### config.mk
export PLATFORM = sky130hd
export DESIGN_NAME = wd_keyed_top
export DESIGN_NICKNAME = d
export VERILOG_FILES = /design/src/rtl/wd_pkg.sv /design/src/rtl/wd_prescaler.sv /design/src/rtl/wd_key_seq.sv /design/src/rtl/wd_pulse_fsm.sv /design/src/rtl/wd_keyed_top.sv
export SDC_FILE = /design/constraint.sdc
export NUM_CORES = 1
export LEC_CHECK = 0
export ABC_CLOCK_PERIOD_IN_PS = 3250
export BUFFER_PORTS_ARGS = -buffer_cell sky130_fd_sc_hd__buf_4
export CORE_MARGIN = 1.5
export CORE_UTILIZATION = 53
export DETAILED_ROUTE_END_ITERATION = 10
export HOLD_SLACK_MARGIN = 0.12
export PLACE_DENSITY = 0.82
export RECOVER_POWER = 50
export SETUP_SLACK_MARGIN = 0.5
export SYNTH_ARGS = -nofsm -noshare
export SYNTH_HDL_FRONTEND = slang
export SYNTH_SLANG_ARGS = --single-unit
### constraint.sdc
create_clock -name clk -period 3.25 [get_ports clk]
set_input_delay 0.65 -clock clk [delete_from_list [all_inputs] [get_ports clk]]
set_output_delay 0.65 -clock clk [all_outputs]
set_load 0.1 [all_outputs]
### src/rtl/wd_pkg.sv
package wd_pkg;
    typedef enum logic {PS_WATCH, PS_FIRE} pulse_state_e;
    typedef enum logic {KS_IDLE, KS_HALF} key_state_e;

    localparam logic [2:0] CHK_PATTERN = 3'b101;
    localparam logic [7:0] KEY_OPEN    = 8'h55;
    localparam logic [7:0] KEY_CLOSE   = 8'hAA;
    localparam int FLAG_BIT = 7;
    localparam int DIS_BIT  = 6;
    localparam int CHK_HI   = 5;
    localparam int CHK_LO   = 3;
    localparam int PS_HI    = 2;
endpackage

### src/rtl/wd_prescaler.sv
module wd_prescaler #(
    parameter int BASE_DIV = 512,
    parameter int PRE_W    = $clog2(BASE_DIV) + 7
) (
    input  logic       clk,
    input  logic       rst_n,
    input  logic       hold,
    input  logic [2:0] sel,
    output logic       tick
);
    logic [PRE_W-1:0] pre_q;
    logic [PRE_W-1:0] lim;
    logic [2:0]       shamt;

    always_comb begin
        shamt = (sel < 3'd2) ? 3'd0 : (sel - 3'd1);
        lim   = (PRE_W'(BASE_DIV) << shamt) - PRE_W'(1);
        tick  = !hold && (pre_q >= lim);
    end

    always_ff @(posedge clk or negedge rst_n) begin
        if (!rst_n)          pre_q <= '0;
        else if (hold)       pre_q <= '0;
        else if (tick)       pre_q <= '0;
        else                 pre_q <= pre_q + PRE_W'(1);
    end


    tick_wrap_chk: assert property (@(posedge clk) disable iff (!rst_n)
        (tick || hold) |=> (pre_q == '0));
endmodule

### src/rtl/wd_key_seq.sv
module wd_key_seq
    import wd_pkg::*;
(
    input  logic       clk,
    input  logic       rst_n,
    input  logic       key_wr,
    input  logic [7:0] key_data,
    output logic       svc_clr
);
    key_state_e st_q, st_d;

    always_ff @(posedge clk or negedge rst_n) begin
        if (!rst_n) st_q <= KS_IDLE;
        else        st_q <= st_d;
    end

    always_comb begin
        st_d = st_q;
        if (key_wr) begin
            unique case (st_q)
                KS_IDLE: st_d = (key_data == KEY_OPEN) ? KS_HALF : KS_IDLE;
                KS_HALF: st_d = (key_data == KEY_OPEN) ? KS_HALF : KS_IDLE;
                default: st_d = KS_IDLE;
            endcase
        end
    end

    always_comb begin
        svc_clr = key_wr && (st_q == KS_HALF) && (key_data == KEY_CLOSE);
    end


    svc_idle_chk: assert property (@(posedge clk) disable iff (!rst_n)
        svc_clr |=> (st_q == KS_IDLE));
endmodule

### src/rtl/wd_pulse_fsm.sv
module wd_pulse_fsm
    import wd_pkg::*;
#(
    parameter int PULSE_CYC = 512,
    parameter int PC_W      = $clog2(PULSE_CYC)
) (
    input  logic clk,
    input  logic rst_n,
    input  logic trip,
    input  logic irq_mode,
    output logic active,
    output logic done_rst,
    output logic rst_out_n,
    output logic irq_out_n
);
    localparam logic [PC_W-1:0] LAST = PC_W'(PULSE_CYC - 1);

    pulse_state_e st_q;
    logic [PC_W-1:0] pc_q;
    logic mode_q;

    always_ff @(posedge clk or negedge rst_n) begin
        if (!rst_n) begin
            st_q   <= PS_WATCH;
            pc_q   <= '0;
            mode_q <= 1'b0;
        end else begin
            unique case (st_q)
                PS_WATCH: begin
                    pc_q <= '0;
                    if (trip) begin
                        st_q   <= PS_FIRE;
                        mode_q <= irq_mode;
                    end
                end
                PS_FIRE: begin
                    if (pc_q == LAST) begin
                        st_q <= PS_WATCH;
                        pc_q <= '0;
                    end else begin
                        pc_q <= pc_q + PC_W'(1);
                    end
                end
                default: st_q <= PS_WATCH;
            endcase
        end
    end

    always_comb begin
        active    = (st_q == PS_FIRE);
        done_rst  = active && (pc_q == LAST) && !mode_q;
        rst_out_n = !(active && !mode_q);
        irq_out_n = !(active && mode_q);
    end


    pulse_end_chk: assert property (@(posedge clk) disable iff (!rst_n)
        (active && pc_q == LAST) |=> !active);

    pulse_run_chk: assert property (@(posedge clk) disable iff (!rst_n)
        (active && pc_q != LAST) |=> (active && $stable(mode_q)));
endmodule

### src/rtl/wd_keyed_top.sv
module wd_keyed_top
    import wd_pkg::*;
#(
    parameter int BASE_DIV  = 512,
    parameter int CNT_W     = 8,
    parameter int PULSE_CYC = 512
) (
    input  logic       clk,
    input  logic       rst_n,
    input  logic       reg_wr,
    input  logic       reg_addr,
    input  logic [7:0] reg_wdata,
    output logic [7:0] reg_rdata,
    input  logic       wprot_en,
    input  logic       irq_mode,
    output logic       wd_rst_n,
    output logic       wd_irq_n
);
    localparam logic [CNT_W-1:0] CNT_MAX = '1;

    logic flag_q, dis_q;
    logic [2:0] ps_q;
    logic [CNT_W-1:0] cnt_q;
    logic ctrl_wr, key_wr, prot_wr, chk_ok, good_wr, bad_wr;
    logic tick, svc_clr, ovf, trip, active, done_rst;

    always_comb begin
        ctrl_wr = reg_wr && !reg_addr;
        key_wr  = reg_wr && reg_addr;
        prot_wr = ctrl_wr && wprot_en;
        chk_ok  = (reg_wdata[CHK_HI:CHK_LO] == CHK_PATTERN);
        good_wr = prot_wr && chk_ok;
        bad_wr  = prot_wr && !chk_ok;
        ovf     = tick && !dis_q && (cnt_q == CNT_MAX);
        trip    = !active && ((ovf && !svc_clr) || (bad_wr && !dis_q));
        reg_rdata = {flag_q, dis_q, 3'b000, ps_q};
    end

    wd_prescaler #(.BASE_DIV(BASE_DIV)) u_pre (
        .clk(clk), .rst_n(rst_n), .hold(active), .sel(ps_q), .tick(tick)
    );

    wd_key_seq u_key (
        .clk(clk), .rst_n(rst_n), .key_wr(key_wr), .key_data(reg_wdata),
        .svc_clr(svc_clr)
    );

    wd_pulse_fsm #(.PULSE_CYC(PULSE_CYC)) u_pulse (
        .clk(clk), .rst_n(rst_n), .trip(trip), .irq_mode(irq_mode),
        .active(active), .done_rst(done_rst),
        .rst_out_n(wd_rst_n), .irq_out_n(wd_irq_n)
    );

    always_ff @(posedge clk or negedge rst_n) begin
        if (!rst_n) begin
            dis_q <= 1'b0;
            ps_q  <= 3'b000;
        end else if (good_wr) begin
            dis_q <= reg_wdata[DIS_BIT];
            ps_q  <= reg_wdata[PS_HI:0];
        end
    end

    always_ff @(posedge clk or negedge rst_n) begin
        if (!rst_n)                            flag_q <= 1'b0;
        else if (done_rst)                     flag_q <= 1'b1;
        else if (good_wr && reg_wdata[FLAG_BIT]) flag_q <= 1'b0;
    end

    always_ff @(posedge clk or negedge rst_n) begin
        if (!rst_n)               cnt_q <= '0;
        else if (active)          cnt_q <= '0;
        else if (svc_clr)         cnt_q <= '0;
        else if (tick && !dis_q)  cnt_q <= cnt_q + CNT_W'(1);
    end


    out_excl_chk: assert property (@(posedge clk) disable iff (!rst_n)
        !(!wd_rst_n && !wd_irq_n));

    ignored_wr_chk: assert property (@(posedge clk) disable iff (!rst_n)
        (ctrl_wr && !wprot_en) |=> $stable({dis_q, ps_q}));

    flag_src_chk: assert property (@(posedge clk) disable iff (!rst_n)
        $rose(flag_q) |-> $past(!wd_rst_n));

    dis_hold_chk: assert property (@(posedge clk) disable iff (!rst_n)
        (dis_q && !active && !svc_clr) |=> $stable(cnt_q));

    bad_fire_chk: assert property (@(posedge clk) disable iff (!rst_n)
        (bad_wr && !dis_q && !active) |=> active);
endmodule

==> results.txt <==
By startpoint and endpoint, the worst setup path is classified as flop to flop. The CTS tree is built. The per-cell via count in the routed design is 5.873. The H-tree depth is 2. The count of clock tree sinks is 41. The number of global-route vias before repair came out at 2,184. The count of maximum capacitance violations came out at 1.

Counting flops with a built-in enable in the synthesized netlist gives 0. Of the total power, the share spent switching nets is 36.73%. The count of warnings emitted by yosys is 0.

The floorplan has 24 rows. The die area is 5145 µm². The relative max-transition margin came out at -45.60%. The endpoint of the worst register-to-register path is u_pulse.mode_q. The switching power summed over all nets came out at 0.5735 mW. In the layout the commonest cells are 38 x sky130_fd_sc_hd__dfrtp_1, 32 x sky130_fd_sc_hd__nand2_1, 32 x sky130_fd_sc_hd__buf_4. Of all flip-flops after synthesis, the portion carrying an async set or reset was 100.0%. The clock network latency to the later pin of the worst-skew pair came out at 0.30 ns. The worst setup path is launched from a flop.

The total global routing overflow came out at 0. Leaving out fill and tap cells, the most frequent cell in the layout is sky130_fd_sc_hd__dfrtp_1. The overall global routing resource usage is 24.84%. The final wirelength came out at 5776 µm. STA classifies the critical path endpoint as a flop. For this run, design rule violations remaining after detail routing come to 0. The mean instance size in the synthesized netlist is 9.137 µm². Once layout is done, the placed cells without fillers occupy 3132 µm².

The slew at the pin closest to its max-slew limit is 2.184 ns. The highest ir drop seen on vdd is 339.3 µV. The routability congestion estimate from global placement is 0.8237. The layout has 312 filler cells. The portion of the clock cycle consumed by the worst path in the final layout is 95.31%. The detailed placer's ending HPWL came out at 3503 µm.

The worst setup timing slack at the placement stage came out at -0.01374 ns. The power share of the combinational group is 40.8%. For this run, the top clock speed supported by timing is 0.3228 GHz. The maximum buffer depth of the clock tree came out at 2.

The data arrival time at the worst-slack endpoint is 3.28 ns. The worst-case reg-to-reg path depth came out at 13. The routed via count came out at 2,132. The final number of hold-violating endpoints came out at 0.

The clock-pin transition on the worst setup and hold timing paths is 0.08 ns. The initial detailed-routing violation count came out at 162. After detailed placement, the design holds a cell count of 338. Across all setup checks in the final design, the least slack found is 0.1526 ns.

The mean routed wirelength per cell is 15.91 µm. The first global-routing pass estimated 9998 µm of wire. The worst clock skew came out at 0.01033 ns.

The largest net degree at the start of global routing is 42. The finished layout holds 363 standard cells, fillers aside. The count of mapped cells out of synthesis is 274. The total core area is 4444 µm². The sequential element share of the synthesized area is 40.98%. The number of antenna violations at the first check in global routing is 0.

Per report_power, the sequential group accounts for 35.3% of the total. From bottom edge to top edge, the die measures 71.73 µm. At the worst endpoint, the required time is 3.43 ns. The flow ran to the end, but the final reports show violations. The horizontal extent of the die came out at 71.73 µm. Setup violations remaining at the end of the flow were counted as 0. The clock network power share is 23.9%.

In this run the critical register-to-register path is launched from ps_q[1]. The number of optimization iterations in the first detailed-route pass is 6. The area growth from synthesis to layout is 25.09%. The power density relative to cell area came out at 498.6 nW/µm². The most used flip-flop cell after synthesis is sky130_fd_sc_hd__dfrtp_1. In this run the cell area of the synthesized design comes to 2504 µm². The post-detailed-route count of antenna-violating nets came out at 0. In this run the worst path has a maximum fanout of 6.

The critical path ends at u_pulse.mode_q. For this configuration, the core starts out at a cell density of 56.33%. After detailed placement, the total cell area comes to 2711 µm². After the last flow step, the layout net total stands at 339.

The post-route netlist has 28.62% of its cells at a drive strength greater than 1. The number of library cell types mapped by synthesis came out at 45. Clock tree synthesis selected as its root buffer the cell sky130_fd_sc_hd__clkbuf_8.

The slack of the worst reg-to-reg path came out at 0.15 ns. The min-delay analysis places its worst path in the category flop to flop. The number of buffers created by CTS came out at 5. The count of buffers added on input and output ports is 20. Setup total negative slack on the finished layout was measured at 0 ns. The number of top-level design ports is 24. Cell internal power was estimated by the tool at 0.9880 mW. The source of the critical timing path is ps_q[1]. The analysis attributes to cell leakage a power of 1.300 nW. The number of synthesized register bits is 41. The number of antenna diodes came out at 0. The final critical-path required period is 3.097 ns.

The checks that failed: max-capacitance violations, max-slew violations. The count of final max-slew check failures came to 42. Setup repair after global routing could not meet its margin everywhere.
[metal layers]
| layer | global-route usage (%) | vias up | part of all wire [%] |
|---|---|---|---|
| met5 | 0 | - | 0 |
| met4 | 7.128 | 0 | 2.0 |
| met3 | 5.204 | 13 | 3.3 |
| met2 | 42.39 | 48 | 50 |
| met1 | 32.01 | 1042 | 44 |
| li1 | - | 1029 | - |
[stage by stage]
step | power [mW] | utilization, % | hold WS [ns]
6_report | 1.561 | 70.47 | 0.4727
5_1_grt | 1.641 | 70.47 | 0.4829
4_1_cts | 1.491 | 68.16 | 0.3453
3_5_place_dp | 0.9891 | 61.01 | 0.4484
3_3_place_gp | 0.9803 | 61.01 | 0.4404
2_1_floorplan | 0.8974 | - | 0.3544
[worst min-delay path by stage]
stage | start | depth (start not counted) | end
after floorplan | rst_n | 0 | cnt_q[0]
after CTS | rst_n | 1 | flag_q
after detailed placement | u_pre.pre_q[0] | 1 | u_pre.pre_q[0]
after global routing | u_pulse.pc_q[0] | 1 | u_pulse.pc_q[0]
after global placement | u_pre.pre_q[0] | 1 | u_pre.pre_q[0]
final | u_pulse.pc_q[0] | 1 | u_pulse.pc_q[0]
[cell type report]
cell class | count | area (µm²) | share of cell area, %
Clock buffer | 7 | 96.34 | 3.076
Clock inverter | 1 | 5.005 | 0.1598
Timing Repair Buffer | 37 | 284.0 | 9.069
Tap cell | 52 | 65.06 | 2.078
Multi-Input combinational cell | 215 | 1602 | 51.14
Sequential cell | 41 | 1037 | 33.12
Inverter | 10 | 42.54 | 1.358
[flip-flops by register name (all words and copies together), names as in the netlist]
| signal | flops |
|---|---|
| u_pulse.pc_q | 9 |
| dis_q | 1 |
| cnt_q | 8 |
| flag_q | 1 |
| u_pulse.mode_q | 1 |
| ps_q | 3 |
| u_key.st_q | 1 |
| u_pre.pre_q | 16 |
| u_pulse.active | 1 |
[power groups by stage]
stage / Sequential, mW / Clock [mW] / Combinational, mW
after global routing: 0.553 / 0.402 / 0.686
after floorplan: 0.615 / 0 / 0.283
final: 0.551 / 0.373 / 0.637
after CTS: 0.547 / 0.378 / 0.566
after detailed placement: 0.562 / 0 / 0.427
after global placement: 0.561 / 0 / 0.419
[synth_stat cells (2+ instances only)]
cell type	number	share of area (%)
sky130_fd_sc_hd__nor2_1	35	5.2
sky130_fd_sc_hd__or3_1	10	2.5
sky130_fd_sc_hd__xor2_1	9	3.1
sky130_fd_sc_hd__nor4bb_1	2	0.80
sky130_fd_sc_hd__a21o_1	2	0.60
sky130_fd_sc_hd__nand2_1	36	5.4
sky130_fd_sc_hd__nor3_1	5	1.0
sky130_fd_sc_hd__dfrtp_1	41	41
sky130_fd_sc_hd__nor2b_1	2	0.50
sky130_fd_sc_hd__o221ai_1	2	0.70
sky130_fd_sc_hd__and2_1	2	0.50
sky130_fd_sc_hd__mux2i_1	10	4.0
sky130_fd_sc_hd__and3_1	4	1.0
sky130_fd_sc_hd__buf_4	6	1.8
sky130_fd_sc_hd__o21ai_0	9	1.8
sky130_fd_sc_hd__mux2_2	2	0.90
sky130_fd_sc_hd__nand3_1	9	1.8
sky130_fd_sc_hd__clkbuf_1	5	0.75
sky130_fd_sc_hd__ha_1	15	7.5
sky130_fd_sc_hd__nand4_1	7	1.7
sky130_fd_sc_hd__o22ai_1	2	0.50
sky130_fd_sc_hd__a21oi_1	14	2.8
sky130_fd_sc_hd__nand2b_1	2	0.50
sky130_fd_sc_hd__and4_4	2	0.90
sky130_fd_sc_hd__inv_1	10	1.5
sky130_fd_sc_hd__xnor2_1	12	4.2
[critical path, stage by stage (launching register included)]
cell and delay [ns]:
sky130_fd_sc_hd__dfrtp_4 0.52, sky130_fd_sc_hd__inv_4 0.07, sky130_fd_sc_hd__ha_4 0.18, sky130_fd_sc_hd__xnor2_4 0.09
sky130_fd_sc_hd__a31oi_4 0.19, sky130_fd_sc_hd__ha_4 0.18, sky130_fd_sc_hd__o221ai_4 0.11, sky130_fd_sc_hd__o21a_1 0.22
sky130_fd_sc_hd__a21oi_2 0.18, sky130_fd_sc_hd__ha_4 0.16, sky130_fd_sc_hd__nand4_1 0.16, sky130_fd_sc_hd__o41a_1 0.47
sky130_fd_sc_hd__and4_4 0.22, sky130_fd_sc_hd__a211o_1 0.23
[repair_timing]
| action | 4_1_cts | 5_1_grt |
|---|---|---|
| cloned | 2 | 1 |
| hold buffers | 0 | 0 |
| gates resized for setup | 22 | 18 |
| setup endpoints to repair | 26 | 26 |
| setup buffers | 12 | 2 |
| pin swaps | 17 | 9 |
[logic make-up after synthesis]
| group | after synthesis | share of synthesized area, % |
|---|---|---|
| xor gates and xnor gates | 21 | 7.346 |
| muxes | 12 | 4.898 |
| and+or+nand+nor | 123 | 24.79 |
| AOI/OAI and AO/OA | 39 | 9.846 |
| other | 1 | 0.1498 |
| DFF | 41 | 40.98 |
| adders and majority gates | 15 | 7.496 |
| buffers and inverters | 22 | 4.498 |
No activity file was read; power rests on OpenSTA's default activity.
